--- src/rtl/abuf_pkg.sv ---
package abuf_pkg;
   localparam int CFG_W     = 16;
   localparam int IDX_SEL_W = 3;
   localparam int MOD_SEL_W = 2;

   typedef struct packed {
      logic                 en;
      logic [IDX_SEL_W-1:0] idx;
      logic [MOD_SEL_W-1:0] mdf;
   } side_cfg_t;

   typedef struct packed {
      side_cfg_t tx;
      side_cfg_t rx;
   } eng_cfg_t;

   typedef enum logic [1:0] {
      ST_IDLE = 2'd0,
      ST_TX   = 2'd1,
      ST_RX   = 2'd2
   } slot_st_t;

   typedef enum logic [1:0] {
      RS_INDEX  = 2'd0,
      RS_MODIFY = 2'd1,
      RS_BASE   = 2'd2,
      RS_LENGTH = 2'd3
   } rf_kind_t;
endpackage

--- src/rtl/abuf_cfg_decode.sv ---
module abuf_cfg_decode
   import abuf_pkg::*;
(
   input  logic [CFG_W-1:0] word_i,
   output eng_cfg_t         cfg_o
);
   // upper nibble belongs to an unrelated function and is dropped here
   logic [3:0] unused_hi;
   assign unused_hi = word_i[15:12];

   always_comb begin
      cfg_o.rx.en  = word_i[0];
      cfg_o.tx.en  = word_i[1];
      cfg_o.rx.mdf = word_i[3:2];
      cfg_o.rx.idx = word_i[6:4];
      cfg_o.tx.mdf = word_i[8:7];
      cfg_o.tx.idx = word_i[11:9];
   end
endmodule

--- src/rtl/abuf_regfile.sv ---
module abuf_regfile
   import abuf_pkg::*;
#(
   parameter int NUM_IDX = 8,
   parameter int NUM_MOD = 4,
   parameter int ADDR_W  = 14
) (
   input  logic                 clk,
   input  logic                 rst_n,
   input  logic                 wr_en,
   input  logic [1:0]           wr_kind,
   input  logic [IDX_SEL_W-1:0] wr_num,
   input  logic [ADDR_W-1:0]    wr_val,
   input  logic                 upd_en,
   input  logic [IDX_SEL_W-1:0] upd_num,
   input  logic [ADDR_W-1:0]    upd_val,
   output logic [ADDR_W-1:0]    idx_o  [NUM_IDX],
   output logic [ADDR_W-1:0]    base_o [NUM_IDX],
   output logic [ADDR_W-1:0]    len_o  [NUM_IDX],
   output logic [ADDR_W-1:0]    mod_o  [NUM_MOD]
);
   for (genvar i = 0; i < NUM_IDX; i++) begin : g_idx
      logic hit;
      assign hit = wr_en && (wr_num == IDX_SEL_W'(i));

      always_ff @(posedge clk or negedge rst_n) begin
         if (!rst_n) begin
            idx_o[i]  <= '0;
            base_o[i] <= '0;
            len_o[i]  <= '0;
         end else begin
            // a software write wins over the engine's post-modify
            if (hit && wr_kind == RS_INDEX)
               idx_o[i] <= wr_val;
            else if (upd_en && upd_num == IDX_SEL_W'(i))
               idx_o[i] <= upd_val;
            if (hit && wr_kind == RS_BASE)
               base_o[i] <= wr_val;
            if (hit && wr_kind == RS_LENGTH)
               len_o[i] <= wr_val;
         end
      end
   end

   for (genvar j = 0; j < NUM_MOD; j++) begin : g_mod
      always_ff @(posedge clk or negedge rst_n) begin
         if (!rst_n)
            mod_o[j] <= '0;
         else if (wr_en && wr_kind == RS_MODIFY && wr_num == IDX_SEL_W'(j))
            mod_o[j] <= wr_val;
      end
   end
endmodule

--- src/rtl/abuf_circ_step.sv ---
module abuf_circ_step #(
   parameter int ADDR_W = 14
) (
   input  logic [ADDR_W-1:0] cur_i,
   input  logic [ADDR_W-1:0] mdf_i,
   input  logic [ADDR_W-1:0] base_i,
   input  logic [ADDR_W-1:0] len_i,
   output logic [ADDR_W-1:0] nxt_o,
   output logic              wrap_o
);
   localparam int EW = ADDR_W + 2;

   logic signed [EW-1:0] s_cur, s_mdf, s_base, s_len, s_end, s_sum, s_res;

   always_comb begin
      s_cur  = signed'({2'b00, cur_i});
      s_mdf  = signed'({{2{mdf_i[ADDR_W-1]}}, mdf_i});
      s_base = signed'({2'b00, base_i});
      s_len  = signed'({2'b00, len_i});
      s_end  = s_base + s_len;
      s_sum  = s_cur + s_mdf;
      s_res  = s_sum;
      wrap_o = 1'b0;
      if (len_i != '0) begin
         if (!mdf_i[ADDR_W-1] && s_sum >= s_end) begin
            s_res  = s_sum - s_len;
            wrap_o = 1'b1;
         end else if (mdf_i[ADDR_W-1] && s_sum < s_base) begin
            s_res  = s_sum + s_len;
            wrap_o = 1'b1;
         end
      end
      nxt_o = s_res[ADDR_W-1:0];
   end
endmodule

--- src/rtl/abuf_seq.sv ---
module abuf_seq
   import abuf_pkg::*;
#(
   parameter int DATA_W = 16
) (
   input  logic                 clk,
   input  logic                 rst_n,
   input  logic                 tick,
   input  logic                 cfg_we,
   input  eng_cfg_t             cfg_dec,
   input  logic [DATA_W-1:0]    rx_data,
   input  logic                 mem_gnt,
   input  logic [DATA_W-1:0]    mem_rdata,
   input  logic                 wrapped,
   output logic [IDX_SEL_W-1:0] sel_idx,
   output logic [MOD_SEL_W-1:0] sel_mod,
   output logic                 upd_en,
   output logic                 mem_req,
   output logic                 mem_we,
   output logic [DATA_W-1:0]    mem_wdata,
   output logic [DATA_W-1:0]    tx_data,
   output logic                 tx_load,
   output logic                 rx_irq,
   output logic                 tx_irq
);
   slot_st_t          st_q;
   eng_cfg_t          pend_q, act_q;
   logic [DATA_W-1:0] rx_word_q;

   always_ff @(posedge clk or negedge rst_n) begin
      if (!rst_n)
         pend_q <= '0;
      else if (cfg_we)
         pend_q <= cfg_dec;
   end

   always_ff @(posedge clk or negedge rst_n) begin
      if (!rst_n) begin
         st_q      <= ST_IDLE;
         act_q     <= '0;
         rx_word_q <= '0;
         tx_data   <= '0;
         tx_load   <= 1'b0;
         rx_irq    <= 1'b0;
         tx_irq    <= 1'b0;
      end else begin
         tx_load <= 1'b0;
         rx_irq  <= 1'b0;
         tx_irq  <= 1'b0;
         unique case (st_q)
            ST_IDLE: if (tick) begin
               act_q     <= pend_q;
               rx_word_q <= rx_data;
               tx_irq    <= !pend_q.tx.en;
               rx_irq    <= !pend_q.rx.en;
               if (pend_q.tx.en)      st_q <= ST_TX;
               else if (pend_q.rx.en) st_q <= ST_RX;
            end
            ST_TX: if (mem_gnt) begin
               tx_data <= mem_rdata;
               tx_load <= 1'b1;
               tx_irq  <= wrapped;
               st_q    <= act_q.rx.en ? ST_RX : ST_IDLE;
            end
            ST_RX: if (mem_gnt) begin
               rx_irq <= wrapped;
               st_q   <= ST_IDLE;
            end
            default: st_q <= ST_IDLE;
         endcase
      end
   end

   always_comb begin
      sel_idx   = (st_q == ST_TX) ? act_q.tx.idx : act_q.rx.idx;
      sel_mod   = (st_q == ST_TX) ? act_q.tx.mdf : act_q.rx.mdf;
      mem_req   = (st_q != ST_IDLE);
      mem_we    = (st_q == ST_RX);
      mem_wdata = rx_word_q;
      upd_en    = mem_req && mem_gnt;
   end
endmodule

--- src/rtl/smp_autobuf.sv ---
module smp_autobuf
   import abuf_pkg::*;
#(
   parameter int DATA_W  = 16,
   parameter int ADDR_W  = 14,
   parameter int NUM_IDX = 8,
   parameter int NUM_MOD = 4
) (
   input  logic              clk,
   input  logic              rst_n,
   input  logic              tick,
   input  logic              cfg_we,
   input  logic [15:0]       cfg_wdata,
   input  logic              rf_we,
   input  logic [1:0]        rf_sel,
   input  logic [2:0]        rf_num,
   input  logic [ADDR_W-1:0] rf_wdata,
   input  logic [DATA_W-1:0] rx_data,
   output logic [DATA_W-1:0] tx_data,
   output logic              tx_load,
   output logic              mem_req,
   output logic              mem_we,
   output logic [ADDR_W-1:0] mem_addr,
   output logic [DATA_W-1:0] mem_wdata,
   input  logic              mem_gnt,
   input  logic [DATA_W-1:0] mem_rdata,
   output logic              rx_irq,
   output logic              tx_irq
);
   if (NUM_IDX < 1 || NUM_IDX > (1 << IDX_SEL_W)) begin : g_bad_idx
      $error("NUM_IDX must fit the 3-bit index select field");
   end
   if (NUM_MOD < 1 || NUM_MOD > (1 << MOD_SEL_W)) begin : g_bad_mod
      $error("NUM_MOD must fit the 2-bit modify select field");
   end
   if (ADDR_W < 2 || DATA_W < 1) begin : g_bad_w
      $error("ADDR_W and DATA_W are too small");
   end

   eng_cfg_t             cfg_dec;
   logic [IDX_SEL_W-1:0] sel_idx;
   logic [MOD_SEL_W-1:0] sel_mod;
   logic                 upd_en, wrapped;
   logic [ADDR_W-1:0]    nxt_addr, cur_mdf, cur_base, cur_len;
   logic [ADDR_W-1:0]    idx_arr  [NUM_IDX];
   logic [ADDR_W-1:0]    base_arr [NUM_IDX];
   logic [ADDR_W-1:0]    len_arr  [NUM_IDX];
   logic [ADDR_W-1:0]    mod_arr  [NUM_MOD];

   abuf_cfg_decode u_dec (
      .word_i (cfg_wdata),
      .cfg_o  (cfg_dec)
   );

   abuf_regfile #(
      .NUM_IDX (NUM_IDX),
      .NUM_MOD (NUM_MOD),
      .ADDR_W  (ADDR_W)
   ) u_rf (
      .clk     (clk),
      .rst_n   (rst_n),
      .wr_en   (rf_we),
      .wr_kind (rf_sel),
      .wr_num  (rf_num),
      .wr_val  (rf_wdata),
      .upd_en  (upd_en),
      .upd_num (sel_idx),
      .upd_val (nxt_addr),
      .idx_o   (idx_arr),
      .base_o  (base_arr),
      .len_o   (len_arr),
      .mod_o   (mod_arr)
   );

   always_comb begin
      mem_addr = '0;
      cur_base = '0;
      cur_len  = '0;
      for (int i = 0; i < NUM_IDX; i++) begin
         if (sel_idx == IDX_SEL_W'(i)) begin
            mem_addr = idx_arr[i];
            cur_base = base_arr[i];
            cur_len  = len_arr[i];
         end
      end
      cur_mdf = '0;
      for (int j = 0; j < NUM_MOD; j++) begin
         if (sel_mod == MOD_SEL_W'(j))
            cur_mdf = mod_arr[j];
      end
   end

   abuf_circ_step #(
      .ADDR_W (ADDR_W)
   ) u_step (
      .cur_i  (mem_addr),
      .mdf_i  (cur_mdf),
      .base_i (cur_base),
      .len_i  (cur_len),
      .nxt_o  (nxt_addr),
      .wrap_o (wrapped)
   );

   abuf_seq #(
      .DATA_W (DATA_W)
   ) u_seq (
      .clk       (clk),
      .rst_n     (rst_n),
      .tick      (tick),
      .cfg_we    (cfg_we),
      .cfg_dec   (cfg_dec),
      .rx_data   (rx_data),
      .mem_gnt   (mem_gnt),
      .mem_rdata (mem_rdata),
      .wrapped   (wrapped),
      .sel_idx   (sel_idx),
      .sel_mod   (sel_mod),
      .upd_en    (upd_en),
      .mem_req   (mem_req),
      .mem_we    (mem_we),
      .mem_wdata (mem_wdata),
      .tx_data   (tx_data),
      .tx_load   (tx_load),
      .rx_irq    (rx_irq),
      .tx_irq    (tx_irq)
   );
endmodule

--- config.mk ---
export PLATFORM = sky130hd
export DESIGN_NAME = smp_autobuf
export DESIGN_NICKNAME = d
export VERILOG_FILES = /design/src/rtl/abuf_pkg.sv /design/src/rtl/abuf_cfg_decode.sv /design/src/rtl/abuf_regfile.sv /design/src/rtl/abuf_circ_step.sv /design/src/rtl/abuf_seq.sv /design/src/rtl/smp_autobuf.sv
export SDC_FILE = /design/constraint.sdc
export NUM_CORES = 1
export LEC_CHECK = 0
export ABC_AREA = 0
export BUFFER_PORTS_ARGS = -buffer_cell sky130_fd_sc_hd__clkbuf_2
export CAP_MARGIN = 20
export CORE_ASPECT_RATIO = 0.5
export CORE_MARGIN = 5
export CORE_UTILIZATION = 52
export DETAILED_ROUTE_END_ITERATION = 10
export HOLD_SLACK_MARGIN = 0.02
export PLACE_DENSITY = 0.69
export SETUP_SLACK_MARGIN = 0.4
export SYNTH_ARGS = -nofsm -noshare
export SYNTH_HDL_FRONTEND = slang
export SYNTH_SLANG_ARGS = --single-unit
--- constraint.sdc ---
create_clock -name clk -period 12.1 [get_ports clk]
set_input_delay 1.815 -clock clk [delete_from_list [all_inputs] [get_ports clk]]
set_output_delay 1.815 -clock clk [all_outputs]
set_load 0.02 [all_outputs]
Word level (Yosys, flattened, before mapping)
Index checks and enable logic that the tools add are counted.
W data, S select, Z words.
- bits of input ports: 73
- memories: 0
- word-level logic and storage cells: 212
- latch bits: 0
- ROM bits: 0
- bits in writable memories: 0
- flip-flop bits (word level): 452
- shift-type cells: 0
- $mul: 0
- order comparisons: 2
- bitwise logic cells: 0
- equality and inequality tests: 26
- reductions and logical operators: 69
- mux-type cells: 66
- add/sub/neg operators: 4
- div/mod/pow operators: 0
- operator list (operator ; number):
    $mux W14 ; 47
    $logic_and A1 B1 Y1 ; 48
    $eq A3 B3 Y1 const B ; 8
    $reduce_bool A2 Y1 ; 9
    $add A15 B14 Y16 ; 1
    $ge A16 B16 Y1 ; 1
    $lt A16 B15 Y1 ; 1
    $add A14 B14 Y15 ; 1
    $add A14 B14 Y14 ; 1
    $mux W2 ; 7
    $reduce_bool A14 Y1 ; 1
    $sub A14 B14 Y14 ; 1
    $eq A3 B2 Y1 const B ; 4
    $eq A2 B2 Y1 const B ; 5
    $mux W1 ; 8
    $eq A2 B1 Y1 const B ; 3
    $eq A3 B1 Y1 const B ; 2
    $logic_not A2 Y1 ; 3
    $logic_not A3 Y1 ; 2
    $pmux W2 S3 ; 1
    $ne A2 B2 Y1 const B ; 2
    $pmux W1 S2 ; 2
    $reduce_and A2 Y1 ; 2
    $reduce_and A4 Y1 ; 1
    4 further kinds ; 6

Logic depth before layout (Yosys ltp)
Gate-level depths: netlist (run 1).
- word-level depth: 19
- depth in mapped cells: 37
- depth with buffers taken out: 31

Cells and area by module
Synthesis (run 1) repeated with hierarchy kept, for this count alone.
- cells, all modules: 2143
- area, all modules: 25692.1 um^2
- modules (own cells, without submodules) (module ; times used ; sequential area each (um^2) ; area each (um^2) ; cells each):
    abuf_regfile ; 1 ; 9809.4 ; 16156.7 ; 1031
    abuf_circ_step ; 1 ; 0.0 ; 3479.6 ; 476
    smp_autobuf ; 1 ; 0.0 ; 3474.6 ; 477
    abuf_seq ; 1 ; 1501.4 ; 2491.1 ; 147
    abuf_cfg_decode ; 1 ; 0.0 ; 90.1 ; 12

Least setup slack after synthesis (run 1)
Ideal clock, no wire load.
- path kind: register to register
- start: register u_seq.st_q[1]
- end: register u_rf.idx_o[31] (netlist bit)
- setup time: 0.133 ns
- period minus slack after synthesis: 7.396 ns
- data arrival time: 7.263 ns
- path slack: 4.704 ns
- stages on the path, launching flop included: 37
- cells stage by stage: dfrtp_1 nor2b_4 buf_6 mux2i_4 buf_6 buf_2 buf_4 buf_1 clkbuf_1 buf_1 a21oi_1 o21a_1 ha_1 a21o_1 a21oi_1 o21bai_1 a21oi_1 o21bai_1 a21oi_1 o21bai_1 a2111oi_0 nor3_1 nor4b_1 a311oi_1 ha_1 o21ai_0 a21oi_1 nor2_1 o311ai_0 a211oi_1 o211ai_1 nand4b_1 clkbuf_1 o21ai_0 o221ai_1 and2_1 a21oi_1
- longest elaborated chain between the ends: 19
- ends and longest elaborated chain (item ; line ; text):
    start: declaration ; abuf_seq.sv:26 ; slot_st_t st_q;
    start signal: assignment ; abuf_seq.sv:63 ; st_q <= act_q.rx.en ? ST_RX : ST_IDLE;
    $eq A2 B1 Y1 ; abuf_seq.sv:75, abuf_seq.sv:76 ;
    $mux W3 ; abuf_seq.sv:75 ; sel_idx = (st_q == ST_TX) ? act_q.tx.idx : act_q.rx.idx;
    $logic_not A3 Y1 ; smp_autobuf.sv:80 ; if (sel_idx == IDX_SEL_W'(i)) begin
    $mux W14 (8 in series) ; smp_autobuf.sv:80 ;
    $add A15 B14 Y16 ; abuf_circ_step.sv:21 ; s_sum = s_cur + s_mdf;
    $lt A16 B15 Y1 ; abuf_circ_step.sv:28 ; end else if (mdf_i[ADDR_W-1] && s_sum < s_base) begin
    $logic_and A1 B1 Y1 ; abuf_circ_step.sv:28 ;
    $mux W14 ; abuf_circ_step.sv:28 ;
    $mux W14 ; abuf_circ_step.sv:25 ; if (!mdf_i[ADDR_W-1] && s_sum >= s_end) begin
    $mux W14 ; abuf_circ_step.sv:24 ; if (len_i != '0) begin
    $mux W14 ; abuf_regfile.sv:35 ; else if (upd_en && upd_num == IDX_SEL_W'(i))
    $mux W14 ; abuf_regfile.sv:33 ; if (hit && wr_kind == RS_INDEX)
    end signal: indexed assignment ; abuf_regfile.sv:34 ; idx_o[i] <= wr_val;
    end signal: indexed assignment ; abuf_regfile.sv:36 ; idx_o[i] <= upd_val;
    end: declaration ; abuf_regfile.sv:17 ; output logic [ADDR_W-1:0] idx_o [NUM_IDX],
Several ways; a longest one is shown, not always the timed one. The select of a mux whose other input is x is not followed.
A chain may end at the register's enable or synchronous reset.

Final worst setup path (run 1)
- start: register u_seq.st_q[0]
- end: register u_rf.idx_o[84] (netlist bit)
The elaborated chain is that of the path after synthesis.

==> qor.yml, run 1 <==
outcome:
  outcome: "finished, final reports clean"
clock_network:
  cts_inserted_buffers: 42
  clk-insertion-delay-late_ns: 0.58
  cts_root_buf: "clkbuf_16"
  hold_buffers: 0
  clkTransAtPathRegs_ns: 0.07
  cts_sinks: 452
  postCtsSetupBuffers: 0
  cts_tree: "done"
  h-tree-depth: 2
  clock_path_buffers: 3
  cts-resized-gates: 0
worst_hold_path:
  min_path_type: "reg -> reg"
synth:
  ys_seq_area_share_pct: 46.1
  synth_fp_nets: 2519
  syn_avg_cell_area_um2: 10.4
  syn-instance-count: 2362
  synth_cell_types: 87
  synthArstFlopShare_pct: 100
  synth_edf_count: 0
  syn_area_um2: 24600
  yosysWarnings: 0
  ys_ff_latch: 452
  synth_ff_type: "dfrtp_1"
flow_run:
  drv_cap: 0
timing:
  finalSetupViolations: 0
  fin_skew_ns: 0.0308
  fin_crit_ns: 9.65
  relSlewSlack_pct: 20.1
  rsz0062_at_grt: "no"
  finalHoldViolations: 0
  fmax_mhz: 104
  setup_tns_ns: 0
  timing.final.crit_share_pct: 79.7
  report.final.slew_viol_count: 0
  worst_slew_pin_slew_ns: 1.20
final_layout:
  regArea_um2: 11300
  drive_gt1_share_pct: 24.2
  multi_input_area_um2: 12300
  layoutNonFillerInstCount: 3084
  syn_to_final_growth_pct: 10.6
  fin_nets: 2566
  fillers: 3985
  layout_common_cells: "dfrtp_1 (452), mux2_2 (298), nand2_1 (253)"
  final_common_cell: "dfrtp_1"
floorplanning:
  start_util_pct: 52.5
  design.core.area_um2: 46700
  die_h_um: 164
  dieArea_um2: 51900
  io_pins: 124
  row_count: 56
  die_w_um: 317
detailed_routing:
  first_pass_iters: 8
  route.detailed.drc: 0
  vias: 20000
  vias_per_cell: 6.49
  ant_nets: 0
  wirelength_mm: 78.2
  wire_per_inst_um: 25.4
  drt_iter0_markers: 2556
critical_path:
  crit_arrival_ns: 10.04
  cp_common_cell: "a21oi_1"
  crit_path_start_kind: "register"
  slowest_stage: "a32o_1"
  critPathKind: "reg -> reg"
  critPathMaxStageDelay_ns: 0.97
  worstPathRequired_ns: 12.50
  cp_max_fo: 44
  critPathCaptureType: "register"
global_routing:
  grt_overflow_total: 0
  antenna_found_initial: 4
  grt_max_degree: 108
  grt_usage_pct: 30.1
  grt_pass1_wl_mm: 120
  grt_pass1_vias: 19700
place:
  port_buffers: 119
  hpwlAfterDp_mm: 51.7
  dp.cells: 3000
  gp_congestion: 1.01
registers in the layout, summed over array words and instances (netlist names):
name and cells:
u_rf.mod_o 56, u_seq.tx_load 1, u_seq.act_q 11, u_seq.tx_data 16, u_rf.idx_o 112, u_seq.pend_q 12, u_rf.len_o 112, u_seq.tx_irq 1
u_seq.st_q 2, u_rf.base_o 112, u_seq.mem_wdata 16, u_seq.rx_irq 1
synthesized netlist by cell type (23+ instances only):
library cell  instances  share of area, %
dfrtp_1             452                46
nand3_1              26              0.53
o21ai_0             153               3.1
nand2_1             253               3.9
inv_1                69               1.1
o22ai_1              39              0.99
buf_1                23              0.35
mux2_2              298                14
nor3_1               26              0.53
clkbuf_1            123               1.9
nor2_1              104               1.6
a22oi_1              44               1.3
and3_1               61               1.6
mux2i_1              38               1.5
a21oi_1             181               3.7
ha_1                 80               4.1
xnor2_1              31               1.1
a31oi_1              29              0.74
path summary, 6_finish.rpt:
path,from,to,slack (ns),cells after the start
worst max-delay path,u_seq.st_q[0],u_rf.idx_o[84],2.45,32
worst min-delay path,u_seq.pend_q[4],u_seq.act_q[4],0.47,2
worst max register to register,u_seq.st_q[0],u_rf.idx_o[84],2.45,32
worst min register to register,u_seq.pend_q[4],u_seq.act_q[4],0.47,2
max in group asynchronous,rst_n,u_rf.mod_o[38],8.62,4
min in group asynchronous,rst_n,u_seq.tx_data[8],1.26,1
kinds of logic (layout without fill, tap and decap cells):
group	Yosys count	after routing	share of synthesized area (%)
AO/OA/AOI/OAI	632	632	16.6
AND/OR/NAND/NOR	560	560	10.6
flip-flops	452	452	46.1
multiplexers	358	358	17.0
buffers and inverters	237	317	3.88
adder cells (fa/ha/maj)	84	84	4.40
XOR/XNOR	39	39	1.39
other	0	4	0
cell type report:
cell class / instances / area share (%)
antenna: 4 / 0.0369
clock buffer: 59 / 4.44
sequential: 452 / 41.7
inverter: 69 / 0.954
clock inverter: 18 / 0.756
timing repair buffer: 171 / 3.73
tap: 638 / 2.94
multi-input combinational: 1673 / 45.5
per-layer routing:
layer  GRT usage, %  vias up  share of wire [%]
met5              0        -                  0
li1               -     8742                  -
met2           43.5     1107                 41
met4           10.9        0                3.9
met1           41.7     9942                 42
met3           11.5      233                 13
worst max-delay path: cells and delay by family (launching register included):
kind,cells,cell delay (ns)
AO/OA/AOI/OAI,20,4.36
adder cells (fa/ha/maj),3,0.95
buffers and inverters,2,0.80
flip-flops,1,0.54
multiplexers,3,1.65
AND/OR/NAND/NOR,4,1.16
per-stage QoR:
stage          cell area, um2  hold slack [ns]  util [%]  setup WS, ns
2_1_floorplan           24600            0.435         -          4.70
3_3_place_gp            25700            0.449      55.0          2.89
3_5_place_dp            25700            0.456      55.0          2.71
4_1_cts                 27100            0.473      58.0          2.61
5_1_grt                 27100            0.494      58.1          1.67
6_report                27100            0.474      58.1          2.45
Power of run 1 is not shown: default switching activity piles up to over one toggle a cycle in this logic, so the estimate is an artifact.
==> inputs of run 2 (changes only) <==
ABC_AREA = 1   (was 0)
PLACE_DENSITY = 0.72   (was 0.69)
clock period = 8 ns   (was 12.1 ns; I/O delays follow)
==> qor.yml, run 2 <==
synth:
  yosysTopAreaCell: "dfrtp_1"
  ys_ff_latch: 452
  syn_area_um2: 24200
  syn-instance-count: 3065
  synth_cell_types: 62
  yosysMostFrequentCell: "nand2_1"
  synth_top_area_share_pct: 46.7
  synth_ff_type: "dfrtp_1"
  yosysWarnings: 0
  synth_edf_count: 0
  yosys-top-cells-count: "nand2_1 (916), dfrtp_1 (452), o21ai_0 (407)"
  synthArstFlopShare_pct: 100
  synthTopCellsByArea: "dfrtp_1 (47%), nand2_1 (14%), o21ai_0 (8.4%)"
  synth_fp_nets: 3222
  syn_avg_cell_area_um2: 7.89
  ys_seq_area_share_pct: 46.7
outcome:
  outcome: "finished, final reports clean"
timing:
  fmax_mhz: 141
  setup_tns_ns: 0
  report.final.slew_viol_count: 0
  fin_skew_ns: 0.0225
  fin_crit_ns: 7.11
  timing.final.crit_share_pct: 88.9
  finalSetupViolations: 0
  worst_slew_pin_slew_ns: 1.24
  relSlewSlack_pct: 17.3
  finalHoldViolations: 0
  rsz0062_at_grt: "no"
clock_network:
  cts_inserted_buffers: 42
  h-tree-depth: 2
  cts_sinks: 452
  postCtsSetupBuffers: 0
  clk-insertion-delay-late_ns: 0.57
  clock_path_buffers: 3
  clkTransAtPathRegs_ns: 0.06
  cts_root_buf: "clkbuf_16"
  cts_tree: "done"
final_layout:
  layout_common_cells: "nand2_1 (916), dfrtp_1 (452), o21ai_0 (407)"
  fillers: 4064
  reg.largest.list: "u_rf.base_o x112, u_rf.idx_o x112, u_rf.len_o x112"
  drive_gt1_share_pct: 10.0
  n_antenna_cell: 0
  final_common_cell: "nand2_1"
  fin_nets: 3289
  syn_to_final_growth_pct: 10.5
floorplanning:
  start_util_pct: 53.0
  design.core.area_um2: 45600
  die_h_um: 163
  io_pins: 124
  row_count: 55
  die_w_um: 315
  dieArea_um2: 51200
detailed_routing:
  dr.max_layer_used: "met5"
  vias_per_cell: 5.68
  vias: 21500
  met3_length_mm: 7.77
  first_pass_iters: 8
  wire_per_inst_um: 18.9
  drt_iter0_markers: 2576
  wl_met2_mm: 30.4
  ant_nets: 0
  wirelength_mm: 71.5
  drt-met1-wl_mm: 31.4
  route.detailed.drc: 0
global_routing:
  grt_overflow_total: 0
  grt_usage_pct: 27.7
  grt_pass1_vias: 20200
  antenna_found_initial: 2
  grt_max_degree: 183
  grt_pass1_wl_mm: 112
place:
  hpwlAfterDp_mm: 49.5
  port_buffers: 119
  gp_congestion: 0.931
critical_path:
  critPathMaxStageDelay_ns: 0.54
  cp_common_cell: "nand2_1"
  cp_max_fo: 23
  critPathCaptureType: "register"
  worstPathRequired_ns: 8.44
  slowest_stage: "dfrtp_1"
  critPathKind: "reg -> reg"
  crit_arrival_ns: 7.56
  crit_path_start_kind: "register"
worst_hold_path:
  min_path_type: "reg -> reg"
flow_run:
  drv_cap: 0
## run 2: per-stage QoR
| stage | hold slack (ns) | worst slack, ns | utilization, % | cell area (um2) | std cells |
|---|---|---|---|---|---|
| 2_1_floorplan | 0.445 | 2.03 | - | 24200 | 3065 |
| 3_3_place_gp | 0.454 | 1.08 | 55.6 | 25400 | 3708 |
| 3_5_place_dp | 0.457 | 0.956 | 55.6 | 25400 | 3710 |
| 4_1_cts | 0.473 | 0.884 | 58.5 | 26700 | 3782 |
| 5_1_grt | 0.490 | 0.506 | 58.6 | 26700 | 3787 |
| 6_report | 0.471 | 0.886 | 58.6 | 26700 | 3787 |
## run 2: cell type report
class                      instances  area (um2)  area share (%)
clock inverter                     7        61.3           0.229
clock buffer                      65        1250            4.67
sequential                       452       11300            42.3
timing repair buffer             168        1050            3.92
inverter                         372        1400            5.25
tap                              627         785            2.93
multi-input combinational       2096       10900            40.7
## run 2: routing by layer
layer | track usage [%] | up-vias
li1 | - | 10200
met1 | 39.3 | 10300
met2 | 42.1 | 946
met3 | 7.45 | 142
met4 | 7.74 | 2
met5 | 0 | -
## run 2: cells by family (layout without fill, tap and decap cells)
kind of cell / count (synthesis) / count (layout) / synth area share, %
compound gates: 668 / 668 / 15.4
xor+xnor: 45 / 45 / 1.66
fa+ha+maj: 84 / 84 / 4.47
buf+inv: 517 / 612 / 8.32
flops: 452 / 452 / 46.7
mux: 8 / 8 / 0.414
simple gates: 1291 / 1291 / 23.0
## run 2: path summary, 6_finish.rpt
| check | startpoint | endpoint | slack (ns) | cells past startpoint |
|---|---|---|---|---|
| max | u_seq.st_q[0] | u_rf.idx_o[29] | 0.89 | 35 |
| min | u_seq.tx_data[12] | u_seq.tx_data[12] | 0.47 | 2 |
| min reg2reg | u_seq.tx_data[12] | u_seq.tx_data[12] | 0.47 | 2 |
| max in group asynchronous | rst_n | u_rf.idx_o[17] | 5.71 | 2 |
| max reg2reg | u_seq.st_q[0] | u_rf.idx_o[29] | 0.89 | 35 |
| min in group asynchronous | rst_n | u_seq.mem_wdata[14] | 0.65 | 1 |
## run 2: what timing repair did
| action | in CTS | in global routing |
|---|---|---|
| hold buffers | 0 | 0 |
| gates resized for setup | 0 | 2 |
| endpoints found under the setup margin | 0 | 60 |
## run 2: critical path: cells and delay by family, from the launching register on
kind            cells  cell delay (ns)
simple gates       20             2.93
buf+inv             5             0.95
flops               1             0.54
compound gates      6             0.96
xor+xnor            1             0.52
fa+ha+maj           3             1.06
Power of run 2 is left out for the same reason.
